### src/rtl/spi_mem_pkg.sv
// Package: shared command codes and sequencer state type for the SPI memory slave.
// Assumes 8-bit command bytes.
package spi_mem_pkg;
    localparam logic [7:0] OPC_SET_WE  = 8'h06;
    localparam logic [7:0] OPC_CLR_WE  = 8'h04;
    localparam logic [7:0] OPC_RD_STAT = 8'h05;
    localparam logic [7:0] OPC_WR_STAT = 8'h01;
    localparam logic [7:0] OPC_READ    = 8'h03;
    localparam logic [7:0] OPC_WRITE   = 8'h02;

    typedef enum logic [2:0] {
        ST_OPC,
        ST_ADDR,
        ST_RD,
        ST_WR,
        ST_RDSTAT,
        ST_WRSTAT,
        ST_IGN
    } cmd_state_e;
endpackage

### src/rtl/spi_pin_sync.sv
// Module: brings chip select, serial clock and serial data into the system
// clock domain and turns serial-clock and deselect transitions into strobes.
// Assumes STAGES >= 2 and SPI half periods of several system clocks.
module spi_pin_sync #(
    parameter int STAGES = 2
) (
    input  logic clk,
    input  logic rst_n,
    input  logic cs_n_in,
    input  logic sck_in,
    input  logic si_in,
    output logic sel,
    output logic sel_drop,
    output logic sck_rise,
    output logic sck_fall,
    output logic si_s
);
    localparam int LAST = STAGES - 1;

    logic [STAGES-1:0] cs_ch, sck_ch, si_ch;
    logic              cs_prev, sck_prev;

    // Purpose: shift each pin through its synchronizer chain and keep the last level.
    always_ff @(posedge clk) begin
        if (!rst_n) begin
            cs_ch    <= '1;
            sck_ch   <= '0;
            si_ch    <= '0;
            cs_prev  <= 1'b1;
            sck_prev <= 1'b0;
        end else begin
            cs_ch    <= {cs_ch[LAST-1:0], cs_n_in};
            sck_ch   <= {sck_ch[LAST-1:0], sck_in};
            si_ch    <= {si_ch[LAST-1:0], si_in};
            cs_prev  <= cs_ch[LAST];
            sck_prev <= sck_ch[LAST];
        end
    end

    // Purpose: derive levels and single-cycle edge strobes.
    always_comb begin
        sel      = ~cs_ch[LAST];
        sel_drop = cs_ch[LAST] & ~cs_prev;
        sck_rise = sck_ch[LAST] & ~sck_prev & ~cs_ch[LAST];
        sck_fall = ~sck_ch[LAST] & sck_prev & ~cs_ch[LAST];
        si_s     = si_ch[LAST];
    end
endmodule

### src/rtl/spi_rx_deser.sv
// Module: collects serial-in bits, MSB first, on rising serial-clock strobes
// and flags each full byte. Assumes sel low clears the bit position.
module spi_rx_deser #(
    parameter int W = 8
) (
    input  logic                 clk,
    input  logic                 rst_n,
    input  logic                 sel,
    input  logic                 sck_rise,
    input  logic                 si,
    output logic [$clog2(W)-1:0] bit_idx,
    output logic                 byte_stb,
    output logic [W-1:0]         byte_val
);
    localparam int CW = $clog2(W);
    localparam logic [CW-1:0] LAST_BIT = CW'(W - 1);

    logic [CW-1:0] cnt;
    logic [W-1:0]  sh;

    // Purpose: shift in a bit per rising edge and pulse when a byte completes.
    always_ff @(posedge clk) begin
        if (!rst_n) begin
            cnt      <= '0;
            sh       <= '0;
            byte_stb <= 1'b0;
        end else if (!sel) begin
            cnt      <= '0;
            byte_stb <= 1'b0;
        end else begin
            byte_stb <= 1'b0;
            if (sck_rise) begin
                sh  <= {sh[W-2:0], si};
                cnt <= (cnt == LAST_BIT) ? '0 : cnt + 1'b1;
                if (cnt == LAST_BIT) byte_stb <= 1'b1;
            end
        end
    end

    // Purpose: expose the bit position and the assembled byte.
    always_comb begin
        bit_idx  = cnt;
        byte_val = sh;
    end
endmodule

### src/rtl/spi_tx_ser.sv
// Module: holds the next byte to send and shifts it out MSB first on falling
// serial-clock strobes while output is enabled by the sequencer.
// Assumes the pending byte is loaded before the first falling edge of a byte.
module spi_tx_ser #(
    parameter int W = 8
) (
    input  logic                 clk,
    input  logic                 rst_n,
    input  logic                 sel,
    input  logic                 sck_fall,
    input  logic                 tx_en,
    input  logic [$clog2(W)-1:0] bit_idx,
    input  logic                 ld,
    input  logic [W-1:0]         ld_byte,
    output logic                 so,
    output logic                 so_oe
);
    logic [W-1:0] pend, sh;

    // Purpose: capture the pending byte and drive one bit per falling edge.
    always_ff @(posedge clk) begin
        if (!rst_n) begin
            pend  <= '0;
            sh    <= '0;
            so    <= 1'b0;
            so_oe <= 1'b0;
        end else begin
            if (ld) pend <= ld_byte;
            if (!sel) begin
                so    <= 1'b0;
                so_oe <= 1'b0;
            end else if (sck_fall && tx_en) begin
                so_oe <= 1'b1;
                if (bit_idx == '0) begin
                    so <= pend[W-1];
                    sh <= {pend[W-2:0], 1'b0};
                end else begin
                    so <= sh[W-1];
                    sh <= {sh[W-2:0], 1'b0};
                end
            end
        end
    end
endmodule

### src/rtl/spi_cmd_fsm.sv
// Module: decodes the command byte, gathers the address, sequences memory
// reads and writes, and owns the status register with its write-enable latch.
// Assumes ADDR_W > W so the address spans at least two bytes.
module spi_cmd_fsm
    import spi_mem_pkg::*;
#(
    parameter int ADDR_W = 15,
    parameter int W      = 8
) (
    input  logic              clk,
    input  logic              rst_n,
    input  logic              sel_drop,
    input  logic              byte_stb,
    input  logic [W-1:0]      rx_byte,
    input  logic [W-1:0]      mem_rdata,
    output cmd_state_e        st,
    output logic [ADDR_W-1:0] mem_addr,
    output logic              mem_re,
    output logic              mem_we,
    output logic [W-1:0]      mem_wdata,
    output logic              tx_ld,
    output logic [W-1:0]      tx_byte,
    output logic              tx_en,
    output logic              wel
);
    localparam int ADDR_BYTES = (ADDR_W + W - 1) / W;
    localparam int AW8        = ADDR_BYTES * W;
    localparam int ACW        = (ADDR_BYTES > 1) ? $clog2(ADDR_BYTES) : 1;
    localparam logic [ACW-1:0] LAST_AB = ACW'(ADDR_BYTES - 1);

    logic [AW8-1:0]    ash, a_next;
    logic [ADDR_W-1:0] a_full, cur;
    logic [ACW-1:0]    acnt;
    logic              is_rd, rd_pend, st_ld, wel_clr;
    logic [W-1:3]      stat_hi_u;
    logic              stat_b2;
    logic [W-1:0]      status;

    // Purpose: form the next address shift value and the status byte.
    always_comb begin
        a_next = {ash[AW8-W-1:0], rx_byte};
        a_full = a_next[ADDR_W-1:0];
        status = {stat_hi_u, stat_b2, wel, 1'b0};
        tx_ld  = rd_pend | st_ld;
        tx_byte = rd_pend ? mem_rdata : status;
        tx_en  = (st == ST_RD) || (st == ST_RDSTAT);
    end

    // Purpose: command sequencer, memory strobes and status register updates.
    always_ff @(posedge clk) begin
        if (!rst_n) begin
            st        <= ST_OPC;
            ash       <= '0;
            cur       <= '0;
            acnt      <= '0;
            is_rd     <= 1'b0;
            mem_addr  <= '0;
            mem_re    <= 1'b0;
            mem_we    <= 1'b0;
            mem_wdata <= '0;
            rd_pend   <= 1'b0;
            st_ld     <= 1'b0;
            wel       <= 1'b0;
            wel_clr   <= 1'b0;
            stat_hi_u <= '0;
            stat_b2   <= 1'b0;
        end else begin
            mem_re  <= 1'b0;
            mem_we  <= 1'b0;
            rd_pend <= mem_re;
            st_ld   <= 1'b0;
            if (sel_drop) begin
                st      <= ST_OPC;
                acnt    <= '0;
                wel_clr <= 1'b0;
                if (wel_clr) wel <= 1'b0;
            end else if (byte_stb) begin
                case (st)
                    ST_OPC: begin
                        case (rx_byte)
                            OPC_SET_WE:  begin wel <= 1'b1; st <= ST_IGN; end
                            OPC_CLR_WE:  begin wel <= 1'b0; st <= ST_IGN; end
                            OPC_RD_STAT: begin st <= ST_RDSTAT; st_ld <= 1'b1; end
                            OPC_WR_STAT: st <= wel ? ST_WRSTAT : ST_IGN;
                            OPC_READ:    begin st <= ST_ADDR; is_rd <= 1'b1; end
                            OPC_WRITE:   begin
                                st    <= wel ? ST_ADDR : ST_IGN;
                                is_rd <= 1'b0;
                            end
                            default:     st <= ST_IGN;
                        endcase
                    end
                    ST_ADDR: begin
                        ash <= a_next;
                        if (acnt == LAST_AB) begin
                            acnt <= '0;
                            cur  <= a_full;
                            if (is_rd) begin
                                st       <= ST_RD;
                                mem_addr <= a_full;
                                mem_re   <= 1'b1;
                            end else begin
                                st      <= ST_WR;
                                wel_clr <= 1'b1;
                            end
                        end else begin
                            acnt <= acnt + 1'b1;
                        end
                    end
                    ST_RD: begin
                        cur      <= cur + 1'b1;
                        mem_addr <= cur + 1'b1;
                        mem_re   <= 1'b1;
                    end
                    ST_WR: begin
                        mem_we    <= 1'b1;
                        mem_addr  <= cur;
                        mem_wdata <= rx_byte;
                        cur       <= cur + 1'b1;
                    end
                    ST_RDSTAT: st_ld <= 1'b1;
                    ST_WRSTAT: begin
                        stat_hi_u <= rx_byte[W-1:3];
                        stat_b2   <= rx_byte[2];
                        wel_clr   <= 1'b1;
                        st        <= ST_IGN;
                    end
                    default: ;
                endcase
            end
        end
    end
endmodule

### src/rtl/spi_mem_slave.sv
// Module: top of the SPI memory slave. Wires the pin synchronizer, byte
// receiver, byte sender and command sequencer. Assumes mode-0 SPI, a memory
// with one-cycle read latency, and an external buffer gated by spi_so_oe.
module spi_mem_slave
    import spi_mem_pkg::*;
#(
    parameter int ADDR_W      = 15,
    parameter int BYTE_W      = 8,
    parameter int SYNC_STAGES = 2
) (
    input  logic              clk,
    input  logic              rst_n,
    input  logic              spi_cs_n,
    input  logic              spi_sck,
    input  logic              spi_si,
    output logic              spi_so,
    output logic              spi_so_oe,
    output logic [ADDR_W-1:0] mem_addr,
    output logic              mem_re,
    output logic              mem_we,
    output logic [BYTE_W-1:0] mem_wdata,
    input  logic [BYTE_W-1:0] mem_rdata
);
    localparam int BCW = $clog2(BYTE_W);

    logic              sel, sel_drop, sck_rise, sck_fall, si_s;
    logic [BCW-1:0]    bit_idx;
    logic              byte_stb;
    logic [BYTE_W-1:0] rx_byte;
    logic              tx_ld, tx_en, wel_q;
    logic [BYTE_W-1:0] tx_byte;
    cmd_state_e        cmd_st;

    spi_pin_sync #(.STAGES(SYNC_STAGES)) u_sync (
        .clk(clk), .rst_n(rst_n),
        .cs_n_in(spi_cs_n), .sck_in(spi_sck), .si_in(spi_si),
        .sel(sel), .sel_drop(sel_drop),
        .sck_rise(sck_rise), .sck_fall(sck_fall), .si_s(si_s)
    );

    spi_rx_deser #(.W(BYTE_W)) u_rx (
        .clk(clk), .rst_n(rst_n), .sel(sel), .sck_rise(sck_rise), .si(si_s),
        .bit_idx(bit_idx), .byte_stb(byte_stb), .byte_val(rx_byte)
    );

    spi_tx_ser #(.W(BYTE_W)) u_tx (
        .clk(clk), .rst_n(rst_n), .sel(sel), .sck_fall(sck_fall),
        .tx_en(tx_en), .bit_idx(bit_idx), .ld(tx_ld), .ld_byte(tx_byte),
        .so(spi_so), .so_oe(spi_so_oe)
    );

    spi_cmd_fsm #(.ADDR_W(ADDR_W), .W(BYTE_W)) u_fsm (
        .clk(clk), .rst_n(rst_n), .sel_drop(sel_drop),
        .byte_stb(byte_stb), .rx_byte(rx_byte), .mem_rdata(mem_rdata),
        .st(cmd_st), .mem_addr(mem_addr), .mem_re(mem_re), .mem_we(mem_we),
        .mem_wdata(mem_wdata), .tx_ld(tx_ld), .tx_byte(tx_byte),
        .tx_en(tx_en), .wel(wel_q)
    );
endmodule

### config.mk
export PLATFORM = sky130hd
export DESIGN_NAME = spi_mem_slave
export DESIGN_NICKNAME = d
export VERILOG_FILES = /design/src/rtl/spi_mem_pkg.sv /design/src/rtl/spi_pin_sync.sv /design/src/rtl/spi_rx_deser.sv /design/src/rtl/spi_tx_ser.sv /design/src/rtl/spi_cmd_fsm.sv /design/src/rtl/spi_mem_slave.sv
export SDC_FILE = /design/constraint.sdc
export NUM_CORES = 1
export LEC_CHECK = 0
export BUFFER_PORTS_ARGS = -buffer_cell sky130_fd_sc_hd__buf_2
export CAP_MARGIN = 30
export CORE_ASPECT_RATIO = 1.2
export CORE_MARGIN = 2
export CORE_UTILIZATION = 54
export DETAILED_ROUTE_END_ITERATION = 6
export PLACE_DENSITY_LB_ADDON = 0.15
export RECOVER_POWER = 50
export SETUP_SLACK_MARGIN = 0.3
export SYNTH_ARGS = -nofsm -noshare
export SYNTH_HDL_FRONTEND = slang
export SYNTH_HIERARCHICAL = 1
export SYNTH_SLANG_ARGS = --single-unit
### constraint.sdc
create_clock -name clk -period 1.8 [get_ports clk]
set_input_delay 0.27 -clock clk [delete_from_list [all_inputs] [get_ports clk]]
set_output_delay 0.27 -clock clk [all_outputs]
set_load 0.1 [all_outputs]
==> results by stage, run 1 <==
Status:
- The run finished with clean final reports.

Cells and area:
- The area growth from synthesis to layout is 26.5%.
- The sequential cells in the finished layout cover a total of 0.00201 mm2.
- The number of filler cells placed in the layout is 706.
- The count of antenna diodes in the layout is 0.
- The share of final-layout standard cells stronger than drive strength 1 is 32.3%.
- The net count reported at finish is 651.
- The area of combinational cells with multiple inputs is 0.00300 mm2.
- The final standard cell count with taps included and fillers excluded is 757.

Clocking:
- The number of buffers on the longest clock path is 2.
- The count of H-tree levels built during CTS is 3.
- Clock latency on the worst-skew pair, taken at its later pin, is 0.36 ns.
- TritonCTS built the clock tree.
- The number of sinks driven by the clock tree is 99.
- The number of buffers inserted during clock tree synthesis is 9.
- The root buffer selected by CTS is clkbuf_8.
- The clock-pin slew on the worst setup and hold paths is 0.10 ns.
- The count of hold buffers inserted by post-cts repair is 0.

Power:
- The leakage power is 2.22 nW.
- The peak supply drop is 562 uV.
- Dividing total power by cell area gives a power density of 632 mW/mm2.
- Summing internal, switching and leakage power gives 3.88 mW.

Global routing:
- The global-route usage over all layers is 26.8%.
- The total grt overflow is 0.
- The pin count of the biggest net entering global routing is 46.
- The number of antenna violations at the first check in global routing came to 0.
- The first global-routing pass estimated 20,800 um of wire.
- The number of global-route vias before repair was 4,288.

Yosys:
- The number of flops mapped to enable cells by yosys is 0.
- Sequential elements use 40.8% of the synthesized area.
- The area fraction of the dominant cell type after synthesis is 40.8%.
- After synthesis, the share of flip-flops with an asynchronous set or reset is 0%.
- By area the synthesized netlist is led by dfxtp_1, mux2i_1, nand2_1, a21oi_1, o21ai_0.
- In the synthesized netlist, mux cells make up 7.81% of the area.
- The synthesized netlist devotes 24.5% of its cell area to simple gates.
- The number of cells produced by synthesis is 565.
- The number of warnings printed during yosys synthesis is 6.
- The top flip-flop cell by instance count after synthesis is dfxtp_1.
- A synthesized cell averages 8.59 um2.
- The synthesized netlist devotes 20.0% of its cell area to compound gates.
- Counting flops and latches in the post-synthesis netlist gives 99.
- The synthesized netlist devotes 0.980% of its cell area to adder and majority cells.
- After Yosys synthesis, XOR and XNOR cells account for 0.542% of the synthesized area.
- The most repeated cell in the gate-level netlist after synthesis is dfxtp_1.
- The netlist area before placement is 0.00485 mm2.
- The post-synthesis cell type with the largest combined area is dfxtp_1.
- After synthesis, the largest family of logic cells by area is simple AND/OR/NAND/NOR gates.
- By count the netlist is led by dfxtp_1, nand2_1, a21oi_1, nor2_1, o21ai_0.
- When the netlist entered floorplanning its net count stood at 581.
- The number of different library cells in the post-synthesis netlist is 63.

Critical path:
- STA puts the critical path data arrival time at 1.95 ns.
- Data on the critical path is required at its endpoint by 2.09 ns.
- In this run the critical register-to-register path is captured at u_tx/sh[3].
- STA classifies the critical path startpoint as a flip-flop.
- In this run the worst path has a maximum fanout of 11.
- The worst setup path is captured at a flip-flop.
- The worst register-to-register path has a depth of 6.
- The worst setup path is of the flip-flop to flip-flop kind.
- The setup check on the worst reg-to-reg path leaves a slack of 0.14 ns.

Floorplan:
- The die covers 0.00976 mm2.
- Once the floorplan was initialized, standard cells occupied 56.0% of the core.
- After floorplanning, the core was sized to cover 0.00866 mm2.
- Row generation in the floorplan step produced 37 rows.
- The vertical die dimension is 108 um.
- The die outline width is 90.5 um.
- The number of primary I/O pins is 40.

Placement:
- Once placement completed, the tool counted placed cells totaling 720.
- The congestion estimate from routability-driven global placement came to 0.896.
- The count of port buffers added during placement is 39.
- Once detailed placement completed, the half-perimeter wirelength came to 8740 um.

Timing:
- Setup violations remaining at the end of the flow were counted as 0.
- Setup repair after global routing could not meet its margin everywhere.
- The worst hold slack is 0.0882 ns.
- The final hold violation count is 0.
- The max-slew violation count is 0.
- The slew of the pin with the lowest slew margin is 0.767 ns.
- The clock tree skew after final layout is 0.0149 ns.
- The final critical path takes up 92.1% of the cycle.
- In this run the tightest slew margin relative to its limit is 48.8%.
- Based on the critical path, the design can be clocked at up to 603 MHz.
- After layout, the minimum clock period comes to 1.66 ns.

Routing:
- The via-per-instance ratio is 5.97.
- After detailed routing, the average wire length per cell comes to 17.6 um.
- In this run the remaining antenna-violating nets after routing total 0.
- The DRC violations left is 0.
- The via count is 4,519.
- The routed design has 13,300 um of wire.
- The detailed router finished its first iteration with 202 violations.
- The pre-antenna-repair detailed-routing pass consisted of 5 iterations.

Flow run:
- The tool flagged a number of max-cap violations equal to 0.

Min path:
- Counting instances, the worst hold path has a depth of 2.
- In this run the most critical hold path is launched from spi_cs_n.
- The worst hold path terminates at u_sync/cs_ch[0].
- The type of the worst min-delay path is input pin to flip-flop.
critical path: stages (launching register included):
cell,delay [ns]
dfxtp_2,0.46
clkbuf_1,0.25
nand2b_1,0.11
a21oi_2,0.23
and3_4,0.26
o21ai_0,0.10
a31oi_1,0.18
where the power goes:
part / switching [mW] / leakage, nW / internal (mW) / total (mW)
combinational: 0.0558 / 1.30 / 0.0280 / 0.0838
clock: 0.775 / 0.110 / 0.829 / 1.60
sequential: 0.00302 / 0.807 / 2.19 / 2.19
cells in the final DEF (no fill, tap or decap), drive strengths merged, types with 3 or more instances in the layout:
cell type	netlist	routed
a21bo	9	9
a21oi	39	39
a22oi	9	9
a31oi	17	17
a41oi	3	3
and2	16	16
and3	4	5
and3b	3	3
and4	3	3
buf	22	66
clkbuf	22	46
dfxtp	99	99
ha	3	3
inv	7	8
mux2	7	7
mux2i	30	30
nand2	57	57
nand2b	11	11
nand3	25	25
nand4	5	5
nor2	35	35
nor2b	17	17
nor3	14	14
nor3b	6	6
nor4	8	8
o211ai	5	5
o21a	10	10
o21ai	34	34
o22ai	8	8
o31a	4	4
or2	3	4
or3	3	3
or3b	3	3
xnor2	3	3
repair_timing:
item / in CTS / in global routing
gates resized for setup: 52 / 54
cloned: 2 / 3
pin swaps: 10 / 26
endpoints found under the setup margin: 62 / 71
buffers inserted: 6 / 10
routing by layer:
metal | GRT usage (%) | wire length [um] | vias up
li1 | - | - | 2177
met1 | 30.5 | 5330 | 2163
met2 | 48.9 | 7040 | 145
met3 | 4.34 | 572 | 34
met4 | 12.4 | 397 | 0
met5 | 0 | 0 | -
worst max path at each step:
stage                           startpoint           endpoint  slack [ns]
final                            flip-flop         u_tx/sh[3]        0.14
after global routing             flip-flop         u_tx/sh[3]      -0.005
after CTS                  u_sync/cs_ch[1]  u_fsm/mem_addr[8]        0.19
after detailed placement  u_rx/byte_val[3]        u_fsm/st_ld        0.09
after global placement    u_rx/byte_val[3]        u_fsm/st_ld        0.08
after floorplan            u_sync/cs_ch[1]  u_fsm/mem_addr[2]        0.23
registers in the layout (all words and copies together) (netlist names), 3 cells and up, named ones only:
| signal | cells |
|---|---|
| u_fsm/mem_addr | 15 |
| u_fsm/stat_hi_u | 5 |
| u_fsm/cur | 15 |
| u_tx/sh | 7 |
| u_fsm/mem_wdata | 8 |
| u_tx/pend | 8 |
| u_rx/byte_val | 8 |
| u_rx/bit_idx | 3 |
| u_fsm/ash | 7 |
layout make-up:
cell class | count | area share, %
Sequential cell | 99 | 32.8
Multi-Input combinational cell | 417 | 48.9
Timing Repair Buffer | 101 | 11.8
Clock inverter | 5 | 1.39
Tap cell | 117 | 2.39
Inverter | 7 | 0.428
Clock buffer | 11 | 2.30
kinds of logic (layout without fill, tap and decap cells):
group	Yosys count	count (layout)
AND/OR/NAND/NOR	220	222
multiplexers	37	37
flip-flops	99	99
XOR/XNOR	3	3
AO/OA/AOI/OAI	151	151
adder cells (fa/ha/maj)	4	4
buffers and inverters	51	124
stage by stage:
stage                     worst slack (ns)  util [%]  cell area, um2   TNS, ns
after floorplan                      0.229         -            4940         0
after detailed placement            0.0909      61.8            5350         0
after CTS                            0.186      67.2            5820         0
final                                0.142      70.9            6140         0
after global routing              -0.00518      70.9            6140  -0.00518
after global placement              0.0775      61.8            5350         0
(Power assumes the default switching activity.)
==> inputs of run 2 (changes only) <==
==> constraint.sdc (replaced) <==
create_clock -name clk -period 1.8 [get_ports clk]
set_input_delay 0.36 -clock clk [delete_from_list [all_inputs] [get_ports clk]]
set_output_delay 0.36 -clock clk [all_outputs]
set_load 0.1 [all_outputs]
==> results by stage, run 2 (synthesized netlist as in run 1, its figures left out) <==
Cells and area:
- The top cell types in the final layout, fill and taps aside, are dfxtp_1, buf_4, nand2_1.
- The area growth from synthesis to layout is 24.7%.
- In the final layout, the registers with the most flip-flops are u_fsm/cur (15), u_fsm/mem_addr (15).
- The count of antenna diodes in the layout is 0 (unchanged).
- The net count reported at finish was 657 (+0.92%).
- The share of final-layout standard cells stronger than drive strength 1 was 29.9% (-2.5 points).
- The area of all placed cells without fillers is 0.00605 mm2 (-1.4%).
- The commonest non-fill, non-tap cell in the layout is dfxtp_1.

Floorplan:
- The number of primary I/O pins was 40 (unchanged).
- The overall die area is 0.00976 mm2 (unchanged).
- The vertical die dimension is 108 um (unchanged).
- The initial standard-cell utilization of the core was 56.0% (unchanged).
- The placeable core area is 0.00866 mm2 (unchanged).
- The number of placement rows is 37 (unchanged).
- The die outline width is 90.5 um (unchanged).

Timing:
- The maximum operating frequency is 609 MHz (+0.92%).
- The final-layout setup total negative slack is 0 ns (unchanged).
- The slew of the pin with the lowest slew margin came to 0.647 ns (-0.119 ns).
- The relative slew slack came to 56.8% (+8.0 points).
- The final hold violation count is 0 (unchanged).
- Setup repair after global routing could not meet its margin everywhere.
- The time the worst path needs with I/O delays and setup is 1.64 ns (-0.0152 ns).
- The max-slew violation count is 0 (unchanged).
- The post-route fraction of the period consumed by the critical path was 91.3% (-0.84 points).
- The setup violation total in the final timing report is 0 (unchanged).
- The clock tree skew after final layout is 0.0139 ns (-0.00109 ns).

Placement:
- The detailed-placement wirelength estimate is 8850 um (+1.3%).
- The final RePlAce weighted congestion is 0.919 (+2.5%).
- The count of port buffers added during placement is 39 (unchanged).
- The placement-stage cell area is 0.00537 mm2 (+0.28%).

Critical path:
- The required time reported for the critical path endpoint is 2.09 ns (about the same).
- The critical path starts at u_sync/cs_ch[1].
- The critical path startpoint category is a flip-flop.
- The highest net fanout along the worst path is 19 (+8).
- The data arrival at the endpoint of the critical path was 1.94 ns (about the same).
- The end of the worst register-to-register path is u_fsm/mem_addr[11].
- The worst setup path is of the flip-flop to flip-flop kind.
- In this run the critical register-to-register path is launched from u_sync/cs_ch[1].
- The critical path capture point type is a flip-flop.
- The flop-to-flop setup slack was 0.16 ns (+0.02 ns).
- The cell count of the worst reg-to-reg path is 6 (unchanged).

Min path:
- The worst hold path begins at spi_cs_n.
- The min-delay analysis places its worst path in the category input pin to flip-flop.
- The worst hold path cell count is 2 (unchanged).
- The hold path endpoint is u_sync/cs_ch[0].

Status:
- The run finished with clean final reports.

Power:
- The switching power was 858 uW (+2.9%).
- The internal power summed over all cells is 3.05 mW (+0.15%).
- The switching part of the total power is 22.0% (+0.46 points).
- The post-route total power is 3.91 mW (+0.74%).
- The power share of the combinational group is 2.2% (about the same).
- The clock network power share is 41.8% (+0.4 points).
- The peak supply drop came to 580 uV (+3.2%).
- The power density of the placed cells is 646 mW/mm2 (+2.2%).
- The leakage power is 2.25 nW (+1.3%).
- The power share of the sequential group is 56.0% (-0.5 points).

Flow run:
- The number of violations of the max-capacitance limit is 0 (unchanged).

Clocking:
- The number of sinks driven by the clock tree is 99 (unchanged).
- The worst-skew pair later-pin latency is 0.37 ns (about the same).
- The count of hold buffers inserted by post-cts repair is 0 (unchanged).
- The clock-pin slew on the worst setup and hold paths was 0.09 ns (about the same).
- The count of H-tree levels built during CTS is 3 (unchanged).
- The number of buffers inserted during clock tree synthesis came to 9 (unchanged).
- The root buffer cell chosen for the clock tree is clkbuf_8.
- The number of buffers on the longest clock path is 2 (unchanged).
- TritonCTS built the clock tree.

Routing:
- The via count is 4,572 (+1.2%).
- The total wirelength of the detailed-routed design came to 13,300 um (-0.32%).
- The via-per-instance ratio came to 5.99 (+0.38%).
- The DRC violations left is 0 (unchanged).
- The number of search-and-repair iterations in the first detailed-routing pass was 5 (unchanged).
- The wire length per cell after detailed routing was 17.4 um (-1.1%).
- The residual antenna-violating net count after detailed routing is 0 (unchanged).
- The count of routing violations after the opening detailed-route iteration is 239 (+18%).

Global routing:
- The pin count of the biggest net entering global routing was 22 (-52%).
- The number of antenna violations at the first check in global routing is 0 (unchanged).
- The number of global-route vias before repair is 4,327 (+0.91%).
- The met1 track utilization from global routing is 30.1% (-0.47 points).
- The wire length of the first global-routing pass is 20,900 um (+0.66%).
- The total grt overflow is 0 (unchanged).
- The global-route usage over all layers is 26.7% (-0.096 points).
- The routing usage on met2 came to 50.1% (+1.2 points).
- The met3 global-route usage is 3.15% (-1.2 points).
- The highest-utilization routing layer at the global route stage is met2.
==> run 2: area by class of cell <==
type / instances / area, um2
Sequential cell: 99 / 2010
Timing Repair Buffer: 107 / 746
Clock buffer: 10 / 138
Clock inverter: 6 / 93.8
Inverter: 7 / 26.3
Fill cell: 718 / 2610
Multi-Input combinational cell: 417 / 2890
Tap cell: 117 / 146
==> run 2: worst max-delay path by stage <==
stage	slack, ns	end
global placement	0.09	u_fsm/cur[7]
CTS	0.17	u_fsm/mem_addr[2]
finish	0.16	u_fsm/mem_addr[11]
floorplan	0.23	u_fsm/mem_addr[2]
detailed placement	0.08	u_fsm/mem_addr[12]
global route	0.06	u_fsm/mem_addr[7]
==> run 2: power groups by stage <==
stage | clock (mW) | sequential (mW) | combinational (mW)
3_3_place_gp | 0 | 2.25 | 0.0800
6_report | 1.63 | 2.19 | 0.0856
3_5_place_dp | 0 | 2.25 | 0.0818
4_1_cts | 1.66 | 2.20 | 0.0871
5_1_grt | 1.75 | 2.19 | 0.0929
2_1_floorplan | 0 | 2.25 | 0.0440
==> run 2: stage by stage <==
step	instances	worst slack (ns)	util [%]	hold WS, ns
4_1_cts	743	0.169	67.5	0.169
3_5_place_dp	722	0.0811	62.0	0.394
5_1_grt	763	0.0607	69.9	0.172
2_1_floorplan	565	0.229	-	0.386
6_report	763	0.157	69.9	0.174
3_3_place_gp	722	0.0901	62.0	0.398
==> run 2: repair_timing <==
action,4_1_cts,5_1_grt
pin swaps,8,15
cloned,2,1
setup endpoints to repair,81,76
buffers inserted,3,19
gates resized for setup,64,42
==> run 2: routing by layer <==
metal	up-vias	part of all wire [%]
met2	134	54
met5	-	0
li1	2196	-
met3	30	3.6
met4	0	2.4
met1	2212	40
==> run 2: worst max-delay path, cell delays in order (launching register included) <==
cell and delay [ns]:
dfxtp_1 0.33, nor2b_4 0.14, or3b_4 0.45, nor3_4 0.16, buf_6 0.21, o21ai_0 0.10
a41oi_1 0.18
==> inputs of run 3 (changes only) <==
--- a/config.mk
+++ b/config.mk
@@ -9,7 +9,7 @@
 export CAP_MARGIN = 30
 export CORE_ASPECT_RATIO = 1.2
 export CORE_MARGIN = 2
-export CORE_UTILIZATION = 54
+export CORE_UTILIZATION = 60
 export DETAILED_ROUTE_END_ITERATION = 6
 export PLACE_DENSITY_LB_ADDON = 0.15
 export RECOVER_POWER = 50
==> constraint.sdc (replaced) <==
create_clock -name clk -period 2.13 [get_ports clk]
set_input_delay 0.426 -clock clk [delete_from_list [all_inputs] [get_ports clk]]
set_output_delay 0.426 -clock clk [all_outputs]
set_load 0.1 [all_outputs]
==> results by stage, run 3 (synthesized netlist as in run 1, its figures left out) <==
Critical path:
- The data arrival at the endpoint of the critical path is 2.06 ns (+0.12 ns).
- The required time reported for the critical path endpoint is 2.34 ns (+0.25 ns).
- The worst setup path is of the flip-flop to flip-flop kind.
- STA classifies the critical path startpoint as a flip-flop.
- The worst register-to-register path begins at u_rx/byte_val[3].
- The worst setup path is captured at a flip-flop.
- The cell count of the worst reg-to-reg path is 4 (-2).
- The flop-to-flop setup slack came to 0.28 ns (+0.13 ns).
- The highest net fanout along the worst path is 4 (-15).
- The end of the worst register-to-register path is u_fsm/st_ld.

Cells and area:
- The largest registers in the layout are u_fsm/cur (15), u_fsm/mem_addr (15).
- The share of the core filled with cells is 70.6% (+0.72 points).
- The net count reported at finish is 619 (-5.8%).
- In the layout the commonest cells are dfxtp_1, nand2_1, a21oi_1.
- The area growth from synthesis to layout is 12.8%.
- The library cell used most frequently in the layout, excluding fill and tap cells, is dfxtp_1.
- The share of final-layout standard cells stronger than drive strength 1 is 19.8% (-10 points).
- The count of antenna diodes in the layout is 0 (unchanged).

Power:
- The peak supply drop is 376 uV (-35%).
- The post-route total power is 3.07 mW (-22%).
- The power density of the placed cells is 560 mW/mm2 (-13%).
- The leakage power is 1.99 nW (-11%).

Timing:
- The maximum operating frequency was 541 MHz (-11%).
- The final-layout setup total negative slack is 0 ns (unchanged).
- The setup violation total in the final timing report came to 0 (unchanged).
- The relative slew slack is 33.4% (-23 points).
- The post-route fraction of the period consumed by the critical path is 86.7% (-4.6 points).
- The max-slew violation count was 0 (unchanged).
- The clock tree skew after final layout is 0.0138 ns (-0.0000178 ns).
- The slew of the pin with the lowest slew margin came to 0.999 ns (+0.352 ns).
- The worst hold slack is 0.230 ns (+0.0558 ns).
- The post-layout worst setup margin came to 0.283 ns (+0.126 ns).
- The time the worst path needs with I/O delays and setup is 1.85 ns (+0.204 ns).
- The final hold violation count was 0 (unchanged).
- Setup repair after global routing left no endpoint under its margin.

Status:
- The run finished with clean final reports.

Global routing:
- The total grt overflow is 0 (unchanged).
- The met3 global-route usage was 4.24% (+1.1 points).
- The number of global-route vias before repair is 4,043 (-6.6%).
- The pin count of the biggest net entering global routing was 30 (+36%).
- The routing usage on met2 was 47.8% (-2.3 points).
- The global-route usage over all layers was 27.6% (+0.93 points).
- The met1 track utilization from global routing is 33.3% (+3.2 points).
- The highest-utilization routing layer at the global route stage is met2.
- The wire length of the first global-routing pass was 19,200 um (-8.1%).
- The number of antenna violations at the first check in global routing came to 0 (unchanged).

Min path:
- For hold timing, the worst endpoint is u_sync/cs_ch[0].
- The worst hold path cell count came to 2 (unchanged).
- The type of the worst min-delay path is input pin to flip-flop.
- The startpoint of the tightest hold check path is spi_cs_n.

Clocking:
- The number of buffers on the longest clock path came to 2 (unchanged).
- TritonCTS built the clock tree.
- The count of hold buffers inserted by post-cts repair is 0 (unchanged).
- The number of buffers inserted during clock tree synthesis came to 9 (unchanged).
- The clock-pin slew on the worst setup and hold paths is 0.10 ns (about the same).
- The worst-skew pair later-pin latency is 0.38 ns (about the same).
- CTS placed an instance of clkbuf_8 at the clock tree root.
- The count of H-tree levels built during CTS is 3 (unchanged).
- The number of sinks driven by the clock tree is 99 (unchanged).

Floorplan:
- The die outline width is 86.1 um (-4.9%).
- The overall die area came to 0.00883 mm2 (-9.6%).
- The number of primary I/O pins was 40 (unchanged).
- The vertical die dimension is 103 um (-4.9%).
- The placeable core area is 0.00775 mm2 (-10%).
- The initial standard-cell utilization of the core is 62.6% (+6.6 points).
- The number of placement rows is 35 (-5.4%).

Routing:
- The DRC violations left came to 0 (unchanged).
- The residual antenna-violating net count after detailed routing is 0 (unchanged).
- The total wirelength of the detailed-routed design was 12,400 um (-7.0%).
- The wire length per cell after detailed routing is 17.7 um (+1.5%).
- The number of search-and-repair iterations in the first detailed-routing pass is 7 (+2).
- The via count is 4,424 (-3.2%).
- The via-per-instance ratio is 6.33 (+5.6%).
- The count of routing violations after the opening detailed-route iteration came to 372 (+56%).

Placement:
- The detailed-placement wirelength estimate was 8250 um (-6.8%).
- The post-placement worst setup slack is 0.245 ns (+0.164 ns).
- The final RePlAce weighted congestion was 0.910 (-1.0%).
- The count of port buffers added during placement came to 39 (unchanged).

Flow run:
- The number of violations of the max-capacitance limit was 0 (unchanged).
==> run 3: cell count changes in the layout (fill, tap and decap cells not counted), moves of 7 or more <==
| cell | previous run | this run |
|---|---|---|
| a21oi_1 | 31 | 39 |
| buf_6 | 8 | 0 |
| o21ai_1 | 11 | 1 |
| buf_4 | 56 | 27 |
| dfxtp_4 | 7 | 0 |
| o21ai_0 | 20 | 33 |
==> run 3: worst max-delay path by stage <==
stage	startpoint	endpoint	cells past startpoint
2_1_floorplan	flip-flop	u_tx/sh[5]	9
3_3_place_gp	u_fsm/st[1]	u_fsm/cur[3]	6
3_5_place_dp	u_fsm/cur[0]	u_fsm/cur[10]	6
4_1_cts	u_fsm/cur[4]	u_fsm/cur[11]	4
5_1_grt	u_rx/byte_val[3]	u_fsm/st_ld	4
6_report	u_rx/byte_val[3]	u_fsm/st_ld	4
==> run 3: cell type report <==
class,instances,area (um2)
clock buffer,9,124
clock inverter,6,57.6
fill,607,2280
inverter,7,26.3
multi-input combinational,415,2670
sequential,99,1990
tap,92,115
timing repair buffer,71,490
==> run 3: layer usage <==
metal	share of wire, %	wire length [um]	vias to the layer above
met5	0	0	-
met4	3.1	381	0
met3	5.1	626	34
met2	50	6180	182
met1	42	5190	2097
li1	-	-	2111
==> run 3: repair_timing <==
item                                    CTS  global route
pin swaps                                 0             2
gates cloned                              0             2
endpoints found under the setup margin   12            48
buffers inserted                          0             2
gates resized for setup                   7            14
==> run 3: worst max-delay path, stage by stage, from the launching register on <==
cell	delay, ns
dfxtp_1	0.32
nor4_1	0.44
and3b_1	0.31
nand2_1	0.08
a2111oi_1	0.54
==> run 3: power breakdown <==
part | total, mW | switching, mW | internal [mW]
logic | 0.0604 | 0.0408 | 0.0197
clock network | 1.15 | 0.702 | 0.445
registers | 1.86 | 0.00270 | 1.86
==> run 3: per-stage QoR <==
stage	area, um2	cells
final	5470	699
after global routing	5470	699
after CTS	5360	695
after detailed placement	5150	680
after global placement	5150	680
after floorplan	4850	565
